**config.mk**
```make
export PLATFORM = sky130hd
export DESIGN_NAME = lcd_sync_timing_gen
export DESIGN_NICKNAME = d
export VERILOG_FILES = /design/src/rtl/lcdt_pkg.sv /design/src/rtl/lcdt_mode_ctrl.sv /design/src/rtl/lcdt_raster_cnt.sv /design/src/rtl/lcdt_sync_decode.sv /design/src/rtl/lcd_sync_timing_gen.sv
export SDC_FILE = /design/constraint.sdc
export NUM_CORES = 1
export LEC_CHECK = 0
export BUFFER_PORTS_ARGS = -buffer_cell sky130_fd_sc_hd__buf_2
export CORE_UTILIZATION = 27
export DETAILED_ROUTE_END_ITERATION = 6
export SETUP_SLACK_MARGIN = 0.1
export SYNTH_ARGS = -nofsm -noshare
export SYNTH_HDL_FRONTEND = slang
export SYNTH_SLANG_ARGS = --single-unit
```
**constraint.sdc**
```tcl
create_clock -name clk -period 7.8 [get_ports clk]
set_input_delay 0.39 -clock clk [delete_from_list [all_inputs] [get_ports clk]]
set_output_delay 0.39 -clock clk [all_outputs]
set_load 0.005 [all_outputs]
```
**src/rtl/lcdt_pkg.sv**
```systemverilog
package lcdt_pkg;

  typedef enum logic [1:0] {
    PM_WIDE565   = 2'd0,
    PM_NARROW565 = 2'd1,
    PM_NARROW888 = 2'd2,
    PM_INVALID   = 2'd3
  } pix_mode_e;

  function automatic logic [1:0] clks_per_pix(pix_mode_e m);
    case (m)
      PM_NARROW565: return 2'd2;
      PM_NARROW888: return 2'd3;
      default:      return 2'd1;
    endcase
  endfunction

endpackage

```
**src/rtl/lcdt_mode_ctrl.sv**
```systemverilog
module lcdt_mode_ctrl
  import lcdt_pkg::*;
(
  input  logic      clk,
  input  logic      rst_n,
  input  logic      en,
  input  pix_mode_e mode_in,
  input  logic      frame_end,
  output logic      run,
  output logic      err,
  output pix_mode_e cur_mode,
  output logic      clr
);

  logic en_q;
  logic rise;

  assign rise = en & ~en_q;
  assign clr  = ~run | rise;

  always_ff @(posedge clk or negedge rst_n) begin
    if (!rst_n) begin
      en_q     <= 1'b0;
      run      <= 1'b0;
      err      <= 1'b0;
      cur_mode <= PM_WIDE565;
    end else begin
      en_q <= en;
      if (!en) begin
        run <= 1'b0;
        err <= 1'b0;
      end else if (rise) begin
        if (mode_in == PM_INVALID) begin
          err <= 1'b1;
          run <= 1'b0;
        end else begin
          run      <= 1'b1;
          cur_mode <= mode_in;
        end
      end else if (run && frame_end) begin
        if (mode_in == PM_INVALID) begin
          run <= 1'b0;
          err <= 1'b1;
        end else begin
          cur_mode <= mode_in;
        end
      end
    end
  end

  AST_ERR_HALTS: assert property (@(posedge clk) disable iff (!rst_n)
    err |-> !run);

  AST_MODE_FROZEN: assert property (@(posedge clk) disable iff (!rst_n)
    (run && !frame_end) |=> $stable(cur_mode));

  AST_STOP_ON_LOW: assert property (@(posedge clk) disable iff (!rst_n)
    !en |=> (!run && !err));

endmodule

```
**src/rtl/lcdt_raster_cnt.sv**
```systemverilog
module lcdt_raster_cnt #(
  parameter int H_TOTAL_PIX = 336,
  parameter int V_TOTAL     = 244,
  parameter int HCW         = 10,
  parameter int LCW         = 8
) (
  input  logic           clk,
  input  logic           rst_n,
  input  logic           clr,
  input  logic [1:0]     cpp,
  output logic [HCW-1:0] hcnt,
  output logic [LCW-1:0] lcnt,
  output logic           frame_end
);

  localparam logic [HCW-1:0] HP1 = HCW'(H_TOTAL_PIX);
  localparam logic [HCW-1:0] HP2 = HCW'(2 * H_TOTAL_PIX);
  localparam logic [HCW-1:0] HP3 = HCW'(3 * H_TOTAL_PIX);
  localparam logic [LCW-1:0] LAST_LINE = LCW'(V_TOTAL - 1);

  logic [HCW-1:0] hper;
  logic           line_end;

  always_comb begin
    case (cpp)
      2'd2:    hper = HP2;
      2'd3:    hper = HP3;
      default: hper = HP1;
    endcase
  end

  assign line_end  = (hcnt == hper - HCW'(1));
  assign frame_end = line_end && (lcnt == LAST_LINE);

  always_ff @(posedge clk or negedge rst_n) begin
    if (!rst_n) begin
      hcnt <= '0;
      lcnt <= '0;
    end else if (clr) begin
      hcnt <= '0;
      lcnt <= '0;
    end else if (line_end) begin
      hcnt <= '0;
      lcnt <= frame_end ? '0 : lcnt + LCW'(1);
    end else begin
      hcnt <= hcnt + HCW'(1);
    end
  end

  AST_H_BOUND: assert property (@(posedge clk) disable iff (!rst_n)
    !clr |-> (hcnt < hper));

  AST_LINE_WRAP: assert property (@(posedge clk) disable iff (!rst_n)
    (line_end && !clr) |=> (hcnt == '0));

  AST_L_BOUND: assert property (@(posedge clk) disable iff (!rst_n)
    lcnt <= LAST_LINE);

endmodule

```
**src/rtl/lcdt_sync_decode.sv**
```systemverilog
module lcdt_sync_decode
  import lcdt_pkg::*;
#(
  parameter int H_ACTIVE   = 320,
  parameter int HS_PIX     = 2,
  parameter int HSTART_PIX = 7,
  parameter int V_TOP      = 2,
  parameter int V_ACTIVE   = 240,
  parameter int CORR_WIDE  = 0,
  parameter int CORR_N565  = 3,
  parameter int CORR_N888  = 5,
  parameter int HCW        = 10,
  parameter int LCW        = 8,
  parameter int XW         = 9,
  parameter int YW         = 8
) (
  input  logic           clk,
  input  logic           rst_n,
  input  logic           run,
  input  pix_mode_e      cur_mode,
  input  logic [HCW-1:0] hcnt,
  input  logic [LCW-1:0] lcnt,
  output logic           hsync_n,
  output logic           vsync_n,
  output logic           de,
  output logic [1:0]     pix_phase,
  output logic [XW-1:0]  x_pos,
  output logic [YW-1:0]  y_pos,
  output logic           frame_start
);

  localparam logic [LCW-1:0] VIS_FIRST = LCW'(V_TOP);
  localparam logic [LCW-1:0] VIS_END   = LCW'(V_TOP + V_ACTIVE);

  logic [1:0]     cpp;
  logic [HCW-1:0] cppw;
  logic [HCW-1:0] corr;
  logic [HCW-1:0] hs_w;
  logic [HCW-1:0] hstart;
  logic [HCW-1:0] hend;
  logic           in_pulse;
  logic           vis_line;
  logic           de_c;
  logic [1:0]     ph_q;
  logic [XW-1:0]  x_q;

  assign cpp  = clks_per_pix(cur_mode);
  assign cppw = HCW'(cpp);

  always_comb begin
    case (cur_mode)
      PM_NARROW565: corr = HCW'(CORR_N565);
      PM_NARROW888: corr = HCW'(CORR_N888);
      default:      corr = HCW'(CORR_WIDE);
    endcase
  end

  assign hs_w   = HCW'(HS_PIX) * cppw;
  assign hstart = HCW'(HSTART_PIX) * cppw + corr;
  assign hend   = hstart + HCW'(H_ACTIVE) * cppw;

  assign in_pulse = hcnt < hs_w;
  assign vis_line = (lcnt >= VIS_FIRST) && (lcnt < VIS_END);
  assign de_c     = run && vis_line && (hcnt >= hstart) && (hcnt < hend);

  assign hsync_n     = ~(run && in_pulse);
  assign vsync_n     = ~(run && in_pulse && (lcnt == '0));
  assign frame_start = run && (hcnt == '0) && (lcnt == '0);
  assign de          = de_c;
  assign pix_phase   = de_c ? ph_q : 2'd0;
  assign x_pos       = de_c ? x_q : '0;
  assign y_pos       = de_c ? YW'(lcnt - VIS_FIRST) : '0;

  always_ff @(posedge clk or negedge rst_n) begin
    if (!rst_n) begin
      ph_q <= 2'd0;
      x_q  <= '0;
    end else if (de_c) begin
      if (ph_q == cpp - 2'd1) begin
        ph_q <= 2'd0;
        x_q  <= x_q + XW'(1);
      end else begin
        ph_q <= ph_q + 2'd1;
      end
    end else begin
      ph_q <= 2'd0;
      x_q  <= '0;
    end
  end

  AST_DE_CLEAR_OF_SYNC: assert property (@(posedge clk) disable iff (!rst_n)
    de |-> hsync_n);

  AST_FS_IN_VSYNC: assert property (@(posedge clk) disable iff (!rst_n)
    frame_start |-> (!vsync_n && !hsync_n));

  AST_PHASE_BOUND: assert property (@(posedge clk) disable iff (!rst_n)
    de |-> (pix_phase < cpp));

  AST_X_BOUND: assert property (@(posedge clk) disable iff (!rst_n)
    de |-> (x_pos < XW'(H_ACTIVE)));

  AST_X_STEP: assert property (@(posedge clk) disable iff (!rst_n)
    (de && $past(de) && (pix_phase == 2'd0)) |-> (x_pos == $past(x_pos) + XW'(1)));

  AST_IDLE_QUIET: assert property (@(posedge clk) disable iff (!rst_n)
    !run |-> (hsync_n && vsync_n && !de && !frame_start));

endmodule

```
**src/rtl/lcd_sync_timing_gen.sv**
```systemverilog
module lcd_sync_timing_gen
  import lcdt_pkg::*;
#(
  parameter int H_ACTIVE    = 320,
  parameter int H_TOTAL_PIX = 336,
  parameter int HS_PIX      = 2,
  parameter int HSTART_PIX  = 7,
  parameter int V_ACTIVE    = 240,
  parameter int V_TOP       = 2,
  parameter int V_BOTTOM    = 2,
  parameter int CORR_WIDE   = 0,
  parameter int CORR_N565   = 3,
  parameter int CORR_N888   = 5,
  localparam int V_TOTAL    = V_TOP + V_ACTIVE + V_BOTTOM,
  localparam int HCW        = $clog2(3 * H_TOTAL_PIX),
  localparam int LCW        = $clog2(V_TOTAL),
  localparam int XW         = $clog2(H_ACTIVE + 1),
  localparam int YW         = $clog2(V_ACTIVE)
) (
  input  logic          clk,
  input  logic          rst_n,
  input  logic          en,
  input  logic [1:0]    mode,
  output logic          hsync_n,
  output logic          vsync_n,
  output logic          de,
  output logic [1:0]    pix_phase,
  output logic [XW-1:0] x_pos,
  output logic [YW-1:0] y_pos,
  output logic          frame_start,
  output logic          mode_err
);

  logic           run;
  logic           clr;
  logic           frame_end;
  pix_mode_e      cur_mode;
  logic [HCW-1:0] hcnt;
  logic [LCW-1:0] lcnt;

  lcdt_mode_ctrl u_ctrl (
    .clk       (clk),
    .rst_n     (rst_n),
    .en        (en),
    .mode_in   (pix_mode_e'(mode)),
    .frame_end (frame_end),
    .run       (run),
    .err       (mode_err),
    .cur_mode  (cur_mode),
    .clr       (clr)
  );

  lcdt_raster_cnt #(
    .H_TOTAL_PIX (H_TOTAL_PIX),
    .V_TOTAL     (V_TOTAL),
    .HCW         (HCW),
    .LCW         (LCW)
  ) u_cnt (
    .clk       (clk),
    .rst_n     (rst_n),
    .clr       (clr),
    .cpp       (clks_per_pix(cur_mode)),
    .hcnt      (hcnt),
    .lcnt      (lcnt),
    .frame_end (frame_end)
  );

  lcdt_sync_decode #(
    .H_ACTIVE   (H_ACTIVE),
    .HS_PIX     (HS_PIX),
    .HSTART_PIX (HSTART_PIX),
    .V_TOP      (V_TOP),
    .V_ACTIVE   (V_ACTIVE),
    .CORR_WIDE  (CORR_WIDE),
    .CORR_N565  (CORR_N565),
    .CORR_N888  (CORR_N888),
    .HCW        (HCW),
    .LCW        (LCW),
    .XW         (XW),
    .YW         (YW)
  ) u_dec (
    .clk         (clk),
    .rst_n       (rst_n),
    .run         (run),
    .cur_mode    (cur_mode),
    .hcnt        (hcnt),
    .lcnt        (lcnt),
    .hsync_n     (hsync_n),
    .vsync_n     (vsync_n),
    .de          (de),
    .pix_phase   (pix_phase),
    .x_pos       (x_pos),
    .y_pos       (y_pos),
    .frame_start (frame_start)
  );

  AST_ERR_QUIET: assert property (@(posedge clk) disable iff (!rst_n)
    mode_err |-> (hsync_n && vsync_n && !de));

endmodule

```
Yosys cells after proc, flatten, opt, wreduce, memory -nomap -nowiden
Cells that the tools add are included.
Word-level totals
  register bits: 34
  output and inout bits: 24
  logic and storage cells: 84
Operators by class
  $add $sub $neg: 9
  multiply operators: 2
  $lt $le $gt $ge: 5
  eq/ne operators: 11
  multiplexer cells: 27
  bitwise gates (word level): 6
  reduce and logical (&&, ||, !) cells: 16
Operators by type and width (number)
  $mux 8: 4
  $mux 9: 3
  $mux 10: 2
  $pmux 10 s2: 1
  $mux 2: 6
  $add 10x1->10 const B: 1
  $add 10x10->10: 1
  $add 10x3->10: 1
  $eq 10x10->1: 1
  $ge 10x10->1: 1
  $logic_and 1x1->1: 10
  $logic_not 10->1: 1
  $lt 10x10->1: 1
  $lt 10x3->1: 1
  $sub 10x1->10 const B: 1
  $add 9x1->9 const B: 1
  $mux 1: 9
  $add 8x1->8 const B: 1
  $eq 2x2->1 const B: 4
  $eq 8x8->1 const B: 1
  $ge 8x2->1 const B: 1
  $logic_not 8->1: 1
  $lt 8x8->1 const B: 1
  $sub 8x2->8 const B: 1
  15 further kinds: 21

Depth between registers and ports, before layout
Gate-level depths: netlist of the first run.
  depth after elaboration: 11
  gate-level depth with buffers: 11
  mapped depth without buffers: 10

Modules after synthesis
From an unflattened synthesis of the first run, not the netlist that was laid out.
Unflattened totals
  cells, all modules: 276
  area total of the unflattened synthesis: 2383.5 µm²
By module, submodules not included
  lcdt_sync_decode: instances 1, cells each 152, area an instance 1171.1 µm²
  lcdt_raster_cnt: instances 1, cells each 101, area an instance 968.4 µm²
  lcdt_mode_ctrl: instances 1, cells each 19, area an instance 220.2 µm²
  lcd_sync_timing_gen: instances 1, cells each 4, area an instance 23.8 µm²

Least setup slack after synthesis of the first run
OpenSTA, ideal clock, no wires.
  path kind: register -> register
  from: reg u_ctrl.cur_mode[0]
  to: reg u_cnt.lcnt[7]
  library setup time: 0.064 ns
  data arrival time: 2.553 ns
  slack: 5.183 ns
  cell stages (with the launch flop): 10
  path buffers: 1
  period minus slack after synthesis: 2.617 ns
  cells stage by stage: dfrtp_1 inv_1 ha_1 ha_1 nand4_1 or4_4 buf_6 or3_4 nor4_2 a21o_1
Between the ends
  longest elaborated chain between the ends: 10
  elaborated cells on any way between the ends: 13
  classes of those cells: add/sub (1); eq/ne (5); mux (5); reduce/logical (2)
RTL lines
  from (decl): line lcdt_mode_ctrl.sv:11  | output pix_mode_e cur_mode,
  from (signal assigned): line lcdt_mode_ctrl.sv:38  | cur_mode <= mode_in;
  from (signal assigned): line lcdt_mode_ctrl.sv:45  | cur_mode <= mode_in;
  $eq 2x2->1 / $eq 2x1->1 (equally long branches): line lcdt_pkg.sv:11  | case (m)
  $pmux 2 s2 (*): line lcdt_pkg.sv:11
  $eq 2x2->1: line lcdt_raster_cnt.sv:25  | case (cpp)
  $pmux 10 s2 (*): line lcdt_raster_cnt.sv:25
  $sub 10x1->10 (*): line lcdt_raster_cnt.sv:32  | assign line_end = (hcnt == hper - HCW'(1));
  $eq 10x10->1 (*): line lcdt_raster_cnt.sv:32
  $logic_and 1x1->1: line lcdt_raster_cnt.sv:33  | assign frame_end = line_end && (lcnt == LAST_LINE);
  $mux 8: line lcdt_raster_cnt.sv:44  | lcnt <= frame_end ? '0 : lcnt + LCW'(1);
  $mux 8: line lcdt_raster_cnt.sv:42  | end else if (line_end) begin
  $mux 8: line lcdt_raster_cnt.sv:39  | end else if (clr) begin
  to (signal assigned): line lcdt_raster_cnt.sv:44
  to (decl): line lcdt_raster_cnt.sv:12  | output logic [LCW-1:0] lcnt,
Mark *: on every way between the ends. The rest lies on a longest branch, timed or not. The select of a mux whose other input is x is not followed.
A chain may end at the register's enable or synchronous reset.

Worst setup path after layout of the first run
  from: reg u_ctrl.cur_mode[0]
  to: out x_pos[4]
Between the ends
  longest elaborated chain between the ends: 8
  elaborated cells on any way between the ends: 13
  classes of those cells: add/sub (2); mul (2); order compare (2); eq/ne (2); mux (3); reduce/logical (2)
RTL lines
  $eq 2x2->1 / $eq 2x1->1 (equally long branches): line lcdt_pkg.sv:11, lcdt_sync_decode.sv:51
  $pmux 2 s2: line lcdt_pkg.sv:11
  $mul 3x2->5: line lcdt_sync_decode.sv:59  | assign hstart = HCW'(HSTART_PIX) * cppw + corr;
  $add 10x3->10: line lcdt_sync_decode.sv:59
  $add 10x10->10 / $ge 10x10->1 (equally long branches): line lcdt_sync_decode.sv:60, lcdt_sync_decode.sv:64
  $lt 10x10->1 / $logic_and 1x1->1 (equally long branches): line lcdt_sync_decode.sv:64  | assign de_c = run && vis_line && (hcnt >= hstart) && (hcnt < hend);
  $logic_and 1x1->1 (*): line lcdt_sync_decode.sv:64
  $mux 9 (*): line lcdt_sync_decode.sv:71  | assign x_pos = de_c ? x_q : '0;
  to (decl): line lcd_sync_timing_gen.sv:28  | output logic [XW-1:0] x_pos,
Mark *: on every way between the ends. The rest lies on a longest branch, timed or not.

==> run_results.csv, run 1 <==
group,metric,value,unit
outcome,status,"complete, no violations",
logic_synthesis,ys_seq_elements,34,
clocking,ctsResizeCount,0,
clocking,cts_buffers,5,
logic_synthesis,synth_warnings,0,
worst_hold_path,hp-class,"input port to async pin",
clocking,cts.path.max_buffers,2,
drt,drt_iter0_markers,97,
global_route,grt_pass1_vias,1887,
placement,hpwl,3690,microns
global_route,grt_usage,12.1,%
cells_and_area,fin_nets,319,
clocking,hold_buffers,0,
placement,io_buffers,28,
logic_synthesis,avgSynthCellArea,8.90,sq um
logic_synthesis,syn_nets,294,
sta,slew_violations,0,
die,dieArea,9110,sq um
drt,top_layer,"met4",
logic_synthesis,synth_area_leaders,"dfrtp_1 (36%), ha_1 (13%), xnor2_1 (7.1%)",
power_and_ir_drop,power_density,136,nW/um^2
sta,final-hold-violation-count,0,
die,num_io_pins,29,
clocking,cts.clk_slew.worst_paths,60,ps
logic_synthesis,yosysSeqAreaShare,36.1,%
worst_setup_path,crit_arrival,2850,ps
clocking,clkSinkCount,34,
die,core,8340,sq um
sta,min_period,3240,ps
die,rows,33,
run,cap_violations,0,
logic_synthesis,syn_area,2360,sq um
sta,min_period_over_period,41.6,%
sta,hold-worst-slack,179,ps
logic_synthesis,synth.most_common_cell,"dfrtp_1",
worst_setup_path,worstPathRequired,7410,ps
global_route,grt_overflow,0,
worst_setup_path,endpoint_kind,"primary output",
drt,drt-total-wl,5030,microns
die,die_h,95.5,microns
global_route,grt_start_max_net_pins,35,
cells_and_area,antenna_cells,0,
cells_and_area,regArea,851,sq um
cells_and_area,drive_gt1_share,14.8,%
logic_synthesis,syn_inst,265,
drt,via_count,1956,
drt,wl_met3,237,microns
logic_synthesis,synthTopCellsByCount,"dfrtp_1 (34), nor2_1 (26), ha_1 (24)",
worst_setup_path,start_kind,"flop",
die,initial_core_util,28.3,%
drt,m1WireLength,2390,microns
clocking,post-cts-setup-buffer-count,0,
global_route,grt_pass1_wl,8510,microns
worst_setup_path,critPathKind,"flop to primary output",
power_and_ir_drop,p_leak,1.20,nW
drt,ant_nets,0,
cells_and_area,synthToLayoutAreaGrowth,13.4,%
sta,tightest_slew,793,ps
clocking,htree_levels,2,
sta,relSlewSlack,46.6,%
sta,fmax,308,MHz
sta,setup_viol,0,
clocking,cts_tree,"yes",
sta,fin_worst_skew,6.51,ps
sta,setup_tns,0,ps
clocking,clk_latency,290,ps
placement,gp_congestion,0.848,
die,die_w,95.5,microns
drt,firstDrtPassIters,5,
logic_synthesis,yosys.area.top_type,"dfrtp_1",
worst_setup_path,path_max_fanout,31,
cells_and_area,multi_input_area,1410,sq um
drt,wl_met2,2280,microns
clocking,cts_root_buf,"clkbuf_8",
logic_synthesis,synthDominantCellAreaShare,36.1,%
drt,wl_per_cell,12.7,microns
logic_synthesis,synth_edf_count,0,
sta,rsz0062_at_grt,"false",
drt,drt_drc_violations_left,0,
drt,via_per_inst,4.95,
power_and_ir_drop,irDropWorstVdd,45.3,uV
logic_synthesis,async_flop_share,100,%
logic_synthesis,synth_cell_types,38,
cells_and_area,fillers,909,
logic_synthesis,synth_flop_cell,"dfrtp_1",
global_route,antenna_found_initial,0,
==> metal layers <==
layer	track usage [%]	up-vias
met5	0	-
met4	4.98	0
met3	2.87	15
met2	19.0	40
met1	15.9	929
li1	-	972
==> worst max-delay path: stages (launching register included) <==
cell       delay, ps
dfrtp_1          370
inv_1             90
ha_1             380
inv_1            100
o211ai_1         100
ha_1             340
nand2_1           60
o21a_1           210
o211ai_1         120
o2111ai_2        150
buf_4            250
nor3b_1          240
buf_2            160
==> through the flow <==
stage	utilization [%]	area (sq um)	total power, mW	instances	worst slack, ps
after floorplan	-	2360	0.226	265	5180
after global placement	31.2	2600	0.242	388	4980
after detailed placement	31.2	2600	0.244	388	4910
after CTS	32.1	2680	0.369	395	4580
after global routing	32.1	2680	0.384	395	4300
final	32.1	2680	0.363	395	4560
==> registers in the layout, summed over array words and instances, names as in the netlist <==
name,cells
u_cnt.hcnt,10
u_cnt.lcnt,8
u_ctrl.cur_mode,2
u_ctrl.en_q,1
u_ctrl.err,1
u_ctrl.run,1
u_dec.ph_q,2
u_dec.x_q,9
==> where the power goes <==
| part | leakage [nW] | internal [mW] | total (mW) | switching (mW) |
|---|---|---|---|---|
| sequential | 0.466 | 0.179 | 0.183 | 0.00336 |
| combinational | 0.693 | 0.0216 | 0.0574 | 0.0358 |
| clock | 0.0383 | 0.0614 | 0.123 | 0.0612 |
| total | 1.20 | 0.262 | 0.363 | 0.100 |
==> worst paths after layout <==
kind / start / endpoint / slack [ps] / cells after the start
hold / removal: rst_n / u_cnt.hcnt[8] / 180 / 1
hold reg to reg: u_cnt.hcnt[0] / u_cnt.hcnt[0] / 490 / 1
min in group clk: en / u_ctrl.en_q / 270 / 1
setup / recovery: u_ctrl.cur_mode[0] / x_pos[4] / 4560 / 12
max in group asynchronous: rst_n / u_ctrl.cur_mode[0] / 7130 / 1
setup reg to reg: u_ctrl.cur_mode[0] / u_ctrl.cur_mode[1] / 4940 / 8
==> layout by cell type, fill, tap and decap left out, types with 3 or more instances in the layout <==
master	synthesis	layout
ha_1	24	24
o21ai_0	5	5
nand3_1	14	14
nor2_1	26	26
nand4_1	7	7
o21a_1	3	3
nor3_1	20	20
nor3b_1	12	12
buf_2	3	28
clkbuf_8	0	5
nand2_1	16	16
inv_1	15	15
nand2b_1	3	3
nor4_1	10	10
xor2_1	12	12
a21oi_1	10	9
xnor2_1	19	19
dfrtp_1	34	34
==> final cells by class <==
class / instances / area share [%]
timing repair buffer: 30 / 5.80
inverter: 15 / 2.10
sequential: 34 / 31.8
tap: 105 / 4.91
multi-input combinational: 204 / 52.5
clock buffer: 7 / 2.85
==> cell families (layout without fill, tap and decap cells) <==
| family | Yosys count | in the layout | synth area share (%) |
|---|---|---|---|
| adder cells (fa/ha/maj) | 24 | 24 | 12.7 |
| XOR/XNOR | 31 | 31 | 11.5 |
| AO/OA/AOI/OAI | 27 | 27 | 6.95 |
| multiplexers | 1 | 1 | 0.424 |
| flip-flops | 34 | 34 | 36.1 |
| AND/OR/NAND/NOR | 121 | 121 | 27.5 |
| buffers and inverters | 27 | 52 | 4.77 |
No activity file was read; power rests on OpenSTA's default activity.
==> run 2: changes to the inputs <==
clock period = 3.2 ns   (was 7.8 ns; I/O delays follow)
==> run 2 against run 1 <==
  * Die area did not move
  * Sequential share of layout area fell by 1.4 points
  * Core utilization rose by 1.5 points
  * Register-to-register slack got worse by 4500 ps
  * Setup slack got worse by 4300 ps
  * Final cell count rose by 2.0%
  * Cell area rose by 4.6%
  * Clock skew barely moved
  * Non-clock buffer count rose by 7
  * Routed wire length rose by 5.1%
  * Largest cell class unchanged
==> run_results.csv, run 2 (synthesis gave the netlist of run 1 again) <==
group,metric,value,unit
drt,via_per_inst,4.86,
clocking,cts.path.max_buffers,2,
global_route,grt_overflow,0,
power_and_ir_drop,switching_share,28.1,%
sta,min_period,2920,ps
placement,io_buffers,28,
cells_and_area,final_common_cell,"dfrtp_1",
sta,min_period_over_period,91.1,%
clocking,cts_buffers,5,
cells_and_area,stdcell_count,403,
worst_setup_path,reg2reg_depth,8,
power_and_ir_drop,p_leak,1.25,nW
die,rows,33,
worst_setup_path,reg2reg_slack,470,ps
worst_hold_path,hp-class,"input port to flop",
clocking,clkSinkCount,34,
cells_and_area,largest_reg_flops,10,
worst_setup_path,endpoint,"x_pos[2]",
drt,via_count,1957,
clocking,clk_latency,280,ps
drt,ant_nets,0,
drt,firstDrtPassIters,4,
cells_and_area,fillers,870,
placement,place_area,2630,sq um
cells_and_area,design_area,2800,sq um
placement,dp.cells,390,
die,die_w,95.5,microns
power_and_ir_drop,clkPwrFrac,35.7,%
placement,gp_congestion,0.925,
global_route,antenna_found_initial,0,
worst_setup_path,critPathMostFrequentCell,"o211ai_1",
worst_setup_path,slowest_delay,410,ps
sta,tightest_slew,760,ps
cells_and_area,mostFrequentLayoutCells,"dfrtp_1 (34), buf_2 (28), nor2_1 (26)",
cells_and_area,antenna_cells,0,
worst_setup_path,crit_arrival,2760,ps
power_and_ir_drop,power_density,332,nW/um^2
worst_setup_path,cp_cell_sequence,"inv_2 -> ha_2 -> inv_1 -> o211ai_1 -> ha_1 -> nand2_1 -> o21a_1 -> o211ai_1 -> o2111ai_4 -> buf_12 -> nor3b_1 -> buf_2",
sta,fmax,343,MHz
power_and_ir_drop,irDropWorstVdd,145,uV
worst_setup_path,worstPathRequired,3040,ps
drt,drt_drc_violations_left,0,
clocking,cts.clk_slew.worst_paths,70,ps
cells_and_area,reg_top3,"u_cnt.hcnt: 10 flops, u_dec.x_q: 9 flops, u_cnt.lcnt: 8 flops",
die,die_h,95.5,microns
sta,relSlewSlack,48.6,%
clocking,htree_levels,2,
power_and_ir_drop,p_int,667,uW
sta,rsz0062_at_grt,"false",
drt,drt_iter0_markers,75,
worst_setup_path,cp_slowest_cell,"dfrtp_1",
placement,hpwl,3820,microns
sta,slew_violations,0,
outcome,status,"complete, no violations",
power_and_ir_drop,power_frac_seq,48.0,%
sta,final-hold-violation-count,0,
cells_and_area,drive_gt1_share,18.5,%
cells_and_area,regArea,851,sq um
global_route,grt_start_max_net_pins,35,
die,num_io_pins,29,
die,initial_core_util,28.3,%
drt,wl_per_cell,13.1,microns
cells_and_area,multi_input_area,1420,sq um
power_and_ir_drop,combPwrFrac,16.3,%
global_route,grt_pass1_vias,1831,
run,cap_violations,0,
cells_and_area,fin_nets,326,
cells_and_area,top_register,"u_cnt.hcnt",
clocking,cts_root_buf,"clkbuf_8",
sta,setup_tns,0,ps
clocking,cts_tree,"yes",
worst_setup_path,critPathKind,"flop to primary output",
die,core,8340,sq um
global_route,grt_pass1_wl,8610,microns
die,dieArea,9110,sq um
cells_and_area,synthToLayoutAreaGrowth,18.6,%
global_route,grt_usage,12.0,%
worst_setup_path,r2r-end,"u_cnt.lcnt[7]",
worst_setup_path,worstReg2RegStart,"u_ctrl.cur_mode[0]",
worst_setup_path,endpoint_kind,"primary output",
worst_setup_path,startpoint,"u_ctrl.cur_mode[0]",
sta,setup_viol,0,
power_and_ir_drop,switchingPower,261,uW
worst_setup_path,path_max_fanout,11,
drt,drt-total-wl,5290,microns
sta,fin_worst_skew,6.57,ps
worst_setup_path,start_kind,"flop",
==> run 2: cell types whose count changed in the layout (fill, tap and decap cells not counted), sizes merged <==
cell,change
buf,+5
clkinv,+1
clkinvlp,+1
dlygate4sd3,+1
==> run 2: routing by layer <==
metal  vias to the layer above  track usage (%)  share of wire, %
li1                        987                -                 -
met1                       941             15.8                48
met2                        27             20.1                48
met3                         2             2.79               3.3
met4                         0             2.24              0.32
met5                         -                0                 0
==> run 2: critical path, delay by kind of cell, from the launching register on <==
family | cells | cell delay [ps]
buffers and inverters | 4 | 520
flip-flops | 1 | 410
adder cells (fa/ha/maj) | 2 | 640
AND/OR/NAND/NOR | 2 | 230
AO/OA/AOI/OAI | 4 | 680
==> run 2: repair_timing <==
| item | CTS | global route |
|---|---|---|
| gates cloned | 0 | 1 |
| setup buffers | 2 | 1 |
| resized for setup | 0 | 4 |
| hold buffers | 1 | 0 |
| pin swaps | 1 | 2 |
| endpoints found under the setup margin | 11 | 19 |
| endpoints found under the hold margin | 21 | 0 |
==> run 2: cell type report <==
type,count,share of cell area (%)
multi-input cells,204,50.9
flip-flops and latches,34,30.4
clock inverters,2,0.447
repair buffers,37,8.59
well taps,105,4.70
inverters,15,2.01
clock buffers,6,2.95
==> run 2: how the worst min path moves through the flow <==
stage / start / endpoint / slack, ps / depth (start not counted)
final: en / u_ctrl.en_q / 50 / 1
after global routing: en / u_ctrl.en_q / 50 / 1
after CTS: en / u_ctrl.en_q / 50 / 1
after detailed placement: rst_n / u_cnt.hcnt[3] / 300 / 1
after global placement: rst_n / u_cnt.hcnt[7] / 290 / 1
after floorplan: rst_n / u_cnt.hcnt[0] / -140 / 0
==> run 2: per-stage QoR <==
step	power (mW)	util, %	hold slack [ps]	worst slack, ps
6_report	0.929	33.5	54.8	283
5_1_grt	0.979	33.5	52.1	129
4_1_cts	0.933	32.9	45.8	147
3_5_place_dp	0.600	31.5	299	336
3_3_place_gp	0.593	31.5	286	404
2_1_floorplan	0.550	-	-136	583
==> run 2: power groups by stage <==
| stage | combinational, mW | clock, mW | sequential (mW) |
|---|---|---|---|
| floorplan | 0.0982 | 0 | 0.452 |
| global placement | 0.140 | 0 | 0.453 |
| detailed placement | 0.146 | 0 | 0.454 |
| CTS | 0.148 | 0.340 | 0.445 |
| global route | 0.171 | 0.361 | 0.447 |
| finish | 0.152 | 0.331 | 0.446 |
